**src/rtl/eth_fmt_pkg.sv**
```systemverilog
package eth_fmt_pkg;
   localparam int LEN_W = 16;
   localparam int STS_W = 32;

   localparam int RXB_ACCEPT = 16;
   localparam int RXB_COMP   = 17;
   localparam int RXB_OK     = 18;
   localparam int RXB_OVF    = 19;
   localparam int TXB_COMP   = 0;
   localparam int TXB_OK     = 1;

   typedef enum logic [1:0] {
      RX_IDLE, RX_COLLECT, RX_EMIT, RX_STS
   } rx_state_t;

   typedef enum logic [2:0] {
      TX_IDLE, TX_LEN0, TX_LEN1, TX_PASS, TX_STS
   } tx_state_t;

   function automatic logic [LEN_W-1:0] pad4(input logic [LEN_W-1:0] v);
      return (v + LEN_W'(3)) & ~LEN_W'(3);
   endfunction

   function automatic logic [LEN_W-1:0] report_len(input logic [LEN_W-1:0] n);
      logic [LEN_W-1:0] raw;
      raw = n + LEN_W'(8);
      return (raw < LEN_W'(64)) ? LEN_W'(64) : raw;
   endfunction
endpackage

```
**src/rtl/eth_rx_store.sv**
```systemverilog
module eth_rx_store
   import eth_fmt_pkg::*;
#(
   parameter int CAP_BYTES = 256,
   localparam int AW    = (CAP_BYTES > 1) ? $clog2(CAP_BYTES) : 1,
   localparam int CNT_W = $clog2(CAP_BYTES + 1)
) (
   input  logic             clk,
   input  logic             rst,
   input  logic             clr,
   input  logic             wr_en,
   input  logic [7:0]       wr_data,
   input  logic [LEN_W-1:0] rd_idx,
   output logic [7:0]       rd_data,
   output logic [CNT_W-1:0] count,
   output logic             ovf
);
   logic [7:0] mem [CAP_BYTES];
   logic       room;

   assign room = (count < CNT_W'(CAP_BYTES));

   always_ff @(posedge clk) begin
      if (wr_en && room) mem[count[AW-1:0]] <= wr_data;
   end

   always_ff @(posedge clk) begin
      if (rst || clr) begin
         count <= '0;
         ovf   <= 1'b0;
      end else if (wr_en) begin
         if (room) count <= count + CNT_W'(1);
         else      ovf   <= 1'b1;
      end
   end

   assign rd_data = (rd_idx < LEN_W'(CAP_BYTES)) ? mem[rd_idx[AW-1:0]] : 8'h00;

   a_r7_count_bound: assert property (@(posedge clk) disable iff (rst)
      count <= CNT_W'(CAP_BYTES));

   a_r7_ovf_only_when_full: assert property (@(posedge clk) disable iff (rst)
      (wr_en && !clr && !room) |=> ovf);
endmodule

```
**src/rtl/eth_rx_fmt.sv**
```systemverilog
module eth_rx_fmt
   import eth_fmt_pkg::*;
#(
   parameter int CAP_BYTES = 256,
   parameter bit CKS_EN    = 1'b1,
   localparam int CNT_W    = $clog2(CAP_BYTES + 1)
) (
   input  logic             clk,
   input  logic             rst,
   input  logic             rx_en,
   input  logic             cks_mode,
   input  logic [31:0]      rx_crc_in,
   input  logic             rx_start,
   output logic             rx_busy,
   input  logic             rx_mac_valid,
   input  logic [7:0]       rx_mac_data,
   input  logic             rx_mac_last,
   output logic             rx_mac_ready,
   output logic             rx_buf_valid,
   output logic [7:0]       rx_buf_data,
   output logic             rx_buf_last,
   input  logic             rx_buf_ready,
   output logic [STS_W-1:0] rx_status,
   output logic [STS_W-1:0] rx_sticky
);
   rx_state_t        state;
   logic             phase;
   logic             en_q;
   logic [LEN_W-1:0] emit_idx, len_q, tot_q;
   logic [2:0]       sts_idx;
   logic             cks_q;
   logic [31:0]      crc_q, sword_q;
   logic             cks_act;

   logic             st_clr, st_wr;
   logic [7:0]       st_rd_data;
   logic [CNT_W-1:0] st_count;
   logic             st_ovf;
   logic [LEN_W-1:0] data_idx, n_next, len_c;

   generate
      if (CKS_EN) begin : g_cks
         assign cks_act = cks_mode;
      end else begin : g_nocks
         assign cks_act = 1'b0;
      end
   endgenerate

   assign st_clr   = (state == RX_IDLE) && rx_start && rx_en && !phase;
   assign st_wr    = (state == RX_COLLECT) && rx_mac_valid;
   assign data_idx = emit_idx - LEN_W'(2);
   assign n_next   = LEN_W'(st_count) +
                     ((st_count < CNT_W'(CAP_BYTES)) ? LEN_W'(1) : LEN_W'(0));
   assign len_c    = report_len(n_next);

   eth_rx_store #(.CAP_BYTES(CAP_BYTES)) store_i (
      .clk    (clk),
      .rst    (rst),
      .clr    (st_clr),
      .wr_en  (st_wr),
      .wr_data(rx_mac_data),
      .rd_idx (data_idx),
      .rd_data(st_rd_data),
      .count  (st_count),
      .ovf    (st_ovf)
   );

   logic        frame_end, sts_end, sts_begin;
   logic [63:0] pair;
   logic [2:0]  sel;
   logic [2:0]  sts_final;

   assign pair      = {sword_q, crc_q};
   assign sel       = cks_q ? sts_idx : (sts_idx + 3'd4);
   assign sts_final = cks_q ? 3'd7 : 3'd3;

   always_comb begin
      rx_mac_ready = (state == RX_COLLECT);
      rx_buf_valid = 1'b0;
      rx_buf_data  = 8'h00;
      rx_buf_last  = 1'b0;
      case (state)
         RX_EMIT: begin
            rx_buf_valid = 1'b1;
            rx_buf_last  = (emit_idx == tot_q - LEN_W'(1));
            if (emit_idx == LEN_W'(0))      rx_buf_data = len_q[7:0];
            else if (emit_idx == LEN_W'(1)) rx_buf_data = len_q[15:8];
            else if (data_idx < LEN_W'(st_count)) rx_buf_data = st_rd_data;
         end
         RX_STS: begin
            rx_buf_valid = 1'b1;
            rx_buf_data  = pair[{sel, 3'b000} +: 8];
            rx_buf_last  = (sts_idx == sts_final);
         end
         default: ;
      endcase
   end

   assign frame_end = (state == RX_EMIT) && rx_buf_ready && rx_buf_last;
   assign sts_end   = (state == RX_STS) && rx_buf_ready && rx_buf_last;
   assign sts_begin = (state == RX_IDLE) && rx_start && phase;
   assign rx_busy   = (state != RX_IDLE);

   always_ff @(posedge clk) begin
      if (rst) begin
         state    <= RX_IDLE;
         phase    <= 1'b0;
         emit_idx <= '0;
         len_q    <= '0;
         tot_q    <= '0;
         sts_idx  <= '0;
         cks_q    <= 1'b0;
         crc_q    <= '0;
      end else begin
         case (state)
            RX_IDLE: begin
               if (st_clr) state <= RX_COLLECT;
               else if (sts_begin) begin
                  state   <= RX_STS;
                  sts_idx <= '0;
                  cks_q   <= cks_act;
                  crc_q   <= rx_crc_in;
               end
            end
            RX_COLLECT: begin
               if (rx_mac_valid && rx_mac_last) begin
                  state    <= RX_EMIT;
                  emit_idx <= '0;
                  len_q    <= len_c;
                  tot_q    <= LEN_W'(2) + pad4(len_c);
               end
            end
            RX_EMIT: begin
               if (rx_buf_ready) begin
                  emit_idx <= emit_idx + LEN_W'(1);
                  if (rx_buf_last) begin
                     state <= RX_IDLE;
                     phase <= 1'b1;
                  end
               end
            end
            RX_STS: begin
               if (rx_buf_ready) begin
                  sts_idx <= sts_idx + 3'd1;
                  if (rx_buf_last) begin
                     state <= RX_IDLE;
                     phase <= 1'b0;
                  end
               end
            end
            default: state <= RX_IDLE;
         endcase
      end
   end

   always_ff @(posedge clk) begin
      if (rst) begin
         rx_status <= '0;
         rx_sticky <= '0;
         en_q      <= 1'b0;
         sword_q   <= '0;
      end else begin
         en_q <= rx_en;
         if (rx_en && !en_q) rx_status[RXB_COMP] <= 1'b0;
         if (frame_end) begin
            rx_status[LEN_W-1:0]  <= len_q;
            rx_status[RXB_ACCEPT] <= 1'b1;
            rx_status[RXB_COMP]   <= 1'b1;
            rx_status[RXB_OVF]    <= st_ovf;
            rx_sticky[RXB_ACCEPT] <= 1'b1;
            rx_sticky[RXB_COMP]   <= 1'b1;
            if (st_ovf) rx_sticky[RXB_OVF] <= 1'b1;
         end
         if (sts_begin) begin
            rx_status[RXB_OK] <= 1'b1;
            rx_sticky[RXB_OK] <= 1'b1;
            sword_q           <= rx_status | (32'd1 << RXB_OK);
         end
      end
   end

   a_r2_last_has_valid: assert property (@(posedge clk) disable iff (rst)
      rx_buf_last |-> rx_buf_valid);

   a_r2_hold_while_stalled: assert property (@(posedge clk) disable iff (rst)
      (rx_buf_valid && !rx_buf_ready) |=> (rx_buf_valid && $stable(rx_buf_data)));

   a_r3_disabled_start: assert property (@(posedge clk) disable iff (rst)
      ((state == RX_IDLE) && rx_start && !rx_en && !phase) |=> !rx_busy);

   a_r6_phase_moves_at_end: assert property (@(posedge clk) disable iff (rst)
      1'b1 |=> ((phase == $past(phase)) || $past(frame_end || sts_end)));

   a_r4_sticky_monotonic: assert property (@(posedge clk) disable iff (rst)
      1'b1 |=> (($past(rx_sticky) & ~rx_sticky) == '0));

   a_r1_len_floor: assert property (@(posedge clk) disable iff (rst)
      (state == RX_EMIT) |-> (len_q >= LEN_W'(64)));
endmodule

```
**src/rtl/eth_tx_fmt.sv**
```systemverilog
module eth_tx_fmt
   import eth_fmt_pkg::*;
(
   input  logic             clk,
   input  logic             rst,
   input  logic             tx_en,
   input  logic             tx_start,
   output logic             tx_busy,
   input  logic             tx_buf_valid,
   input  logic [7:0]       tx_buf_data,
   output logic             tx_buf_ready,
   output logic             tx_mac_valid,
   output logic [7:0]       tx_mac_data,
   output logic             tx_mac_last,
   input  logic             tx_mac_ready,
   output logic             tx_sts_valid,
   output logic [7:0]       tx_sts_data,
   output logic             tx_sts_last,
   input  logic             tx_sts_ready,
   output logic [STS_W-1:0] tx_status,
   output logic [STS_W-1:0] tx_sticky
);
   tx_state_t        state;
   logic             phase;
   logic             en_q;
   logic [7:0]       len_lo;
   logic [LEN_W-1:0] rem;
   logic [1:0]       sts_idx;
   logic [31:0]      sword_q;
   logic             pass_end, sts_begin, sts_end;

   always_comb begin
      tx_buf_ready = 1'b0;
      tx_mac_valid = 1'b0;
      tx_mac_data  = 8'h00;
      tx_mac_last  = 1'b0;
      tx_sts_valid = 1'b0;
      tx_sts_data  = 8'h00;
      tx_sts_last  = 1'b0;
      case (state)
         TX_LEN0, TX_LEN1: tx_buf_ready = 1'b1;
         TX_PASS: begin
            tx_mac_valid = tx_buf_valid;
            tx_mac_data  = tx_buf_data;
            tx_mac_last  = tx_buf_valid && (rem == LEN_W'(1));
            tx_buf_ready = tx_mac_ready;
         end
         TX_STS: begin
            tx_sts_valid = 1'b1;
            tx_sts_data  = sword_q[{sts_idx, 3'b000} +: 8];
            tx_sts_last  = (sts_idx == 2'd3);
         end
         default: ;
      endcase
   end

   assign pass_end  = (state == TX_PASS) && tx_buf_valid && tx_mac_ready &&
                      (rem == LEN_W'(1));
   assign sts_begin = (state == TX_IDLE) && tx_start && phase;
   assign sts_end   = (state == TX_STS) && tx_sts_ready && tx_sts_last;
   assign tx_busy   = (state != TX_IDLE);

   always_ff @(posedge clk) begin
      if (rst) begin
         state   <= TX_IDLE;
         phase   <= 1'b0;
         len_lo  <= '0;
         rem     <= '0;
         sts_idx <= '0;
      end else begin
         case (state)
            TX_IDLE: begin
               if (tx_start && !phase && tx_en) state <= TX_LEN0;
               else if (sts_begin) begin
                  state   <= TX_STS;
                  sts_idx <= '0;
               end
            end
            TX_LEN0: if (tx_buf_valid) begin
               len_lo <= tx_buf_data;
               state  <= TX_LEN1;
            end
            TX_LEN1: if (tx_buf_valid) begin
               rem <= {tx_buf_data, len_lo};
               if ({tx_buf_data, len_lo} == '0) state <= TX_IDLE;
               else                             state <= TX_PASS;
            end
            TX_PASS: if (tx_buf_valid && tx_mac_ready) begin
               rem <= rem - LEN_W'(1);
               if (pass_end) begin
                  state <= TX_IDLE;
                  phase <= 1'b1;
               end
            end
            TX_STS: if (tx_sts_ready) begin
               sts_idx <= sts_idx + 2'd1;
               if (tx_sts_last) begin
                  state <= TX_IDLE;
                  phase <= 1'b0;
               end
            end
            default: state <= TX_IDLE;
         endcase
      end
   end

   always_ff @(posedge clk) begin
      if (rst) begin
         tx_status <= '0;
         tx_sticky <= '0;
         en_q      <= 1'b0;
         sword_q   <= '0;
      end else begin
         en_q <= tx_en;
         if (tx_en && !en_q) tx_status[TXB_COMP] <= 1'b0;
         if (pass_end) begin
            tx_status[TXB_COMP] <= 1'b1;
            tx_sticky[TXB_COMP] <= 1'b1;
         end
         if (sts_begin) begin
            tx_status[TXB_OK] <= 1'b1;
            tx_sticky[TXB_OK] <= 1'b1;
            sword_q           <= tx_status | (32'd1 << TXB_OK);
         end
      end
   end

   a_r9_mac_valid_from_dma: assert property (@(posedge clk) disable iff (rst)
      tx_mac_valid |-> tx_buf_valid);

   a_r8_zero_prefix_idle: assert property (@(posedge clk) disable iff (rst)
      ((state == TX_LEN1) && tx_buf_valid && (tx_buf_data == 8'h00) &&
       (len_lo == 8'h00)) |=> (!tx_busy && $stable(tx_status)));

   a_r10_sts_last_has_valid: assert property (@(posedge clk) disable iff (rst)
      tx_sts_last |-> tx_sts_valid);

   a_r6_tx_phase_moves_at_end: assert property (@(posedge clk) disable iff (rst)
      1'b1 |=> ((phase == $past(phase)) || $past(pass_end || sts_end)));

   a_r9_sticky_monotonic: assert property (@(posedge clk) disable iff (rst)
      1'b1 |=> (($past(tx_sticky) & ~tx_sticky) == '0));
endmodule

```
**src/rtl/eth_dmabuf_fmt.sv**
```systemverilog
module eth_dmabuf_fmt
   import eth_fmt_pkg::*;
#(
   parameter int CAP_BYTES = 256,
   parameter bit CKS_EN    = 1'b1
) (
   input  logic        clk,
   input  logic        rst,
   input  logic        rx_en,
   input  logic        cks_mode,
   input  logic [31:0] rx_crc_in,
   input  logic        rx_start,
   output logic        rx_busy,
   input  logic        rx_mac_valid,
   input  logic [7:0]  rx_mac_data,
   input  logic        rx_mac_last,
   output logic        rx_mac_ready,
   output logic        rx_buf_valid,
   output logic [7:0]  rx_buf_data,
   output logic        rx_buf_last,
   input  logic        rx_buf_ready,
   output logic [31:0] rx_status,
   output logic [31:0] rx_sticky,
   input  logic        tx_en,
   input  logic        tx_start,
   output logic        tx_busy,
   input  logic        tx_buf_valid,
   input  logic [7:0]  tx_buf_data,
   output logic        tx_buf_ready,
   output logic        tx_mac_valid,
   output logic [7:0]  tx_mac_data,
   output logic        tx_mac_last,
   input  logic        tx_mac_ready,
   output logic        tx_sts_valid,
   output logic [7:0]  tx_sts_data,
   output logic        tx_sts_last,
   input  logic        tx_sts_ready,
   output logic [31:0] tx_status,
   output logic [31:0] tx_sticky
);
   generate
      if (CAP_BYTES < 4) begin : g_cap_small
         $error("CAP_BYTES must be at least 4");
      end
      if (CAP_BYTES + 16 >= (1 << LEN_W)) begin : g_cap_large
         $error("CAP_BYTES does not fit the length prefix");
      end
   endgenerate

   eth_rx_fmt #(.CAP_BYTES(CAP_BYTES), .CKS_EN(CKS_EN)) rx_i (
      .clk         (clk),
      .rst         (rst),
      .rx_en       (rx_en),
      .cks_mode    (cks_mode),
      .rx_crc_in   (rx_crc_in),
      .rx_start    (rx_start),
      .rx_busy     (rx_busy),
      .rx_mac_valid(rx_mac_valid),
      .rx_mac_data (rx_mac_data),
      .rx_mac_last (rx_mac_last),
      .rx_mac_ready(rx_mac_ready),
      .rx_buf_valid(rx_buf_valid),
      .rx_buf_data (rx_buf_data),
      .rx_buf_last (rx_buf_last),
      .rx_buf_ready(rx_buf_ready),
      .rx_status   (rx_status),
      .rx_sticky   (rx_sticky)
   );

   eth_tx_fmt tx_i (
      .clk         (clk),
      .rst         (rst),
      .tx_en       (tx_en),
      .tx_start    (tx_start),
      .tx_busy     (tx_busy),
      .tx_buf_valid(tx_buf_valid),
      .tx_buf_data (tx_buf_data),
      .tx_buf_ready(tx_buf_ready),
      .tx_mac_valid(tx_mac_valid),
      .tx_mac_data (tx_mac_data),
      .tx_mac_last (tx_mac_last),
      .tx_mac_ready(tx_mac_ready),
      .tx_sts_valid(tx_sts_valid),
      .tx_sts_data (tx_sts_data),
      .tx_sts_last (tx_sts_last),
      .tx_sts_ready(tx_sts_ready),
      .tx_status   (tx_status),
      .tx_sticky   (tx_sticky)
   );

   a_r12_idle_no_output: assert property (@(posedge clk) disable iff (rst)
      (!rx_busy |-> !rx_buf_valid) and (!tx_busy |-> !(tx_mac_valid || tx_sts_valid)));
endmodule

```
**config.mk**
```make
export PLATFORM = sky130hd
export DESIGN_NAME = eth_dmabuf_fmt
export DESIGN_NICKNAME = d
export VERILOG_FILES = /design/src/rtl/eth_fmt_pkg.sv /design/src/rtl/eth_rx_store.sv /design/src/rtl/eth_rx_fmt.sv /design/src/rtl/eth_tx_fmt.sv /design/src/rtl/eth_dmabuf_fmt.sv
export SDC_FILE = /design/constraint.sdc
export NUM_CORES = 2
export LEC_CHECK = 0
export ABC_CLOCK_PERIOD_IN_PS = 6750
export BUFFER_PORTS_ARGS = -buffer_cell sky130_fd_sc_hd__buf_4
export CORE_MARGIN = 2
export CORE_UTILIZATION = 40
export DETAILED_ROUTE_END_ITERATION = 10
export PLACE_DENSITY = 0.52
export SYNTH_ARGS = -nofsm -noshare
export SYNTH_HDL_FRONTEND = slang
export SYNTH_SLANG_ARGS = --single-unit
```
**constraint.sdc**
```tcl
create_clock -name clk -period 6.75 [get_ports clk]
set_input_delay 1.0125 -clock clk [delete_from_list [all_inputs] [get_ports clk]]
set_output_delay 1.0125 -clock clk [all_outputs]
set_load 0.05 [all_outputs]
```
==> flow_metrics.tcl <==
set metrics [dict create \
    min_period_over_period 0.972 \
    detail_routed_via_count_per_cell 5.70 \
    synth_seq_area_share 0.725 \
    floorplan.die.width_um 476 \
    tritoncts "yes" \
    cpLargestDelayFamily "compound AO/OA/AOI/OAI gates" \
    final_layout_size_suffix_gt1_frac 0.213 \
    wire_per_inst_um 30.0 \
    synth_edf_count 2048 \
    synthSimpleGateAreaFrac 0.0490 \
    yosys-top-cells-area "edfxtp_1, mux4_2, dfxtp_1" \
    cts.sinks 2197 \
    max_frequency_mhz 152 \
    clk_transition_reported_paths_ns 0.07 \
    cellInternalPower_mw 22.6 \
    critical-path-max-stage-delay_ns 1.12 \
    crit_path_cell_trace "buf_4 -> mux4_2 -> mux4_2 -> a211oi_1 -> nor3_1 -> buf_4 -> a211oi_1 -> o21ai_1 -> buf_4" \
    final-setup-viol-count 0 \
    worst_reg2reg_startpoint "rx_i.store_i.count[2]$_SDFFE_PP0P_" \
    drt_pre_antenna_iters 5 \
    drv_cap 0 \
    yosys.area.top_type "edfxtp_1" \
    grt_first_pass_wirelength_mm 353 \
    min_from "tx_sts_ready" \
    syn_inst 4933 \
    initial_antenna_violation_count 5 \
    main_combinational_cell_family_by_area_after_synthesis "multiplexers" \
    power.share.combinational 0.055 \
    area_growth_pct 12.7 \
    layout_min_cycle_time_ns 6.56 \
    max-vdd-ir-drop_mv 0.190 \
    holdBufCountCts 0 \
    power_per_cell_area_nw_per_um2 290 \
    share_clk_of_total_power 0.430 \
    post-cts-setup-buffers 0 \
    grt_max_degree 189 \
    clock_tree.buffer_depth 3 \
    synthMuxAreaShare 0.148 \
    holdCritPathClass "primary input to register" \
    syn-mean-instance-area_um2 18.0 \
    tritoncts.num_buffers 228 \
    fp.dieH_um 476 \
    top_layer_used "met5" \
    critPathSlowestCell "dfxtp_4" \
    synth-compound-area-share 0.0374 \
    insertion_delay_ns 0.87 \
    crit_start "rx_i.emit_idx[0]$_SDFFE_PP0P_" \
    wirelength_mm 249 \
    path_class "register to primary output" \
    layout_commonest_cell "edfxtp_1" \
    cts_resized 0 \
    num-nets-final 5201 \
    seq_power_share 0.515 \
    final.hold.worst_slack_ns 0.392 \
    first_global_vias 46437 \
    worstPathArrival_ns 5.55 \
    critPathMostFrequentCell "buf_4" \
    fin_setup_tns_ns 0 \
    timing_worst_slew_pin_value_ns 1.30 \
    timing.final.hold_violations 0 \
    routabilityCongestion 0.839 \
    fp.coreArea_um2 222000 \
    start_kind "register" \
    detailedRoute.firstIterationViolations 5021 \
    async_flop_share 0 \
    groute.usage.overall 0.218 \
    power_switching_share 0.224 \
    synth_largest_type_area_fraction 0.691 \
    route.detailed.drc 0 \
    total_length_of_routed_met3_wires_mm 16.9 \
    final.setup_skew_ns 0.0595 \
    dieArea_um2 226000 \
    globalRouteOverflowTotal 0 \
    psw_mw 6.51 \
    portBuffers 110 \
    floorplan.initialDensity 0.401 \
    vias 47289 \
    clock-root-buffer "clkbuf_16" \
    antenna_left 0 \
    critical_path_peak_fanout 35 \
    dr_wl_met2_mm 116 \
    placement_rows 173 \
    cp-end-kind "primary output" \
    leakagePower_nw 30.7 \
    cts.htree.levels 4 \
    synth_cell_types 82 \
    synthesis.area_um2 89000 \
    synthAdderAreaFrac 0.00408 \
    final_cell_mix "edfxtp_1, mux4_2, nor2_1, nand2_1, clkbuf_16" \
    finalMaxSlewViolations 0 \
    synth_top_flop_cell "edfxtp_1" \
    outcome "finished, final reports clean" \
    place_hpwl_mm 152 \
    cp_num_buf_inv 3 \
    power_consumption_mw 29.1 \
    yosysWarningCount 0 \
    rsz0062_at_grt "no" \
    cp.required_ns 5.74 \
    synth-xor-area-share 0.00471 \
    maxSlewHeadroom 0.131 \
    number_of_synthesized_register_bits 2197 \
    wl_met1_mm 109 \
    design.portCount 223 \
]
==> cells by family after synthesis <==
family | Yosys count
other cells | 1
fa+ha+maj | 29
buf+inv | 456
flops | 2197
xor+xnor | 47
mux | 708
compound gates | 492
simple gates | 1003
==> per-stage QoR <==
stage	area (µm²)	cells	setup WS, ns	utilization
floorplan	89400	5044	0.774	-
global placement	92900	7856	1.05	0.419
detailed placement	92900	7856	1.07	0.419
CTS	100000	8290	0.0766	0.453
global route	100000	8293	0.0352	0.453
finish	100000	8297	0.189	0.453
==> routing by layer <==
layer  up-vias  track usage
li1      19923            -
met1     25148        0.316
met2      1844        0.342
met3       372       0.0357
met4         2       0.0611
met5         -            0
==> power groups by stage <==
stage                     Sequential [mW]  Clock (mW)  Combinational (mW)
after floorplan                      15.2           0                1.14
after global placement               15.3           0                1.61
after detailed placement             15.3           0                1.62
after CTS                            15.0        12.7                1.62
after global routing                 15.0        13.3                1.73
final                                15.0        12.5                1.60
==> synth_stat cells, types with 12 or more instances <==
cell type,number
a211oi_1,27
a21oi_1,139
a221o_1,34
a221oi_1,48
a22oi_1,25
a31oi_1,14
a32oi_1,12
and2_1,13
and3_1,15
buf_1,12
buf_2,61
buf_4,140
buf_6,34
buf_8,16
clkbuf_1,144
dfxtp_1,149
edfxtp_1,2048
ha_1,29
inv_1,37
mux2i_1,220
mux4_2,486
nand2_1,288
nand3_1,78
nand4_1,17
nor2_1,444
nor3_1,50
nor4_1,37
o211ai_1,12
o21ai_0,90
o21ai_1,14
xnor2_1,25
xor2_1,21
==> sequential cells by signal (all words and copies together) (netlist names) <==
signal / cells
rx_i.store_i.mem: 2048
rx_i.crc_q: 32
rx_i.emit_idx: 16
tx_i.rem: 16
rx_i.sword_q: 14
rx_i.rx_status: 13
rx_i.len_q: 10
rx_i.tot_q: 10
rx_i.store_i.count: 9
tx_i.len_lo: 8
rx_i.sts_idx: 3
tx_i.state: 3
rx_i.state: 2
tx_i.sts_idx: 2
tx_i.sword_q: 2
rx_i.cks_q: 1
rx_i.en_q: 1
rx_i.phase: 1
rx_i.rx_sticky: 1
rx_i.store_i.ovf: 1
tx_i.en_q: 1
tx_i.phase: 1
tx_i.tx_status: 1
tx_i.tx_sticky: 1
==> layout make-up <==
class | instances | area (µm²)
fill | 19070 | 121000
sequential | 2197 | 64500
multi-input combinational | 2391 | 22200
clock buffer | 273 | 5960
tap | 2975 | 3720
timing repair buffer | 251 | 2240
clock inverter | 161 | 1470
inverter | 42 | 168
antenna | 7 | 17.5
==> path summary, 6_finish.rpt <==
| check | to | slack [ns] | cells past startpoint |
|---|---|---|---|
| hold / removal | tx_i.phase$_SDFFE_PP0P_ | 0.39 | 2 |
| hold reg to reg | tx_i.tx_sticky[0]$_SDFFE_PP0P_ | 0.45 | 2 |
| setup / recovery | rx_buf_data[4] | 0.19 | 9 |
| setup reg to reg | rx_i.store_i.mem[230][6]$_DFFE_PP_ | 2.58 | 5 |
(Power assumes the default switching activity.)
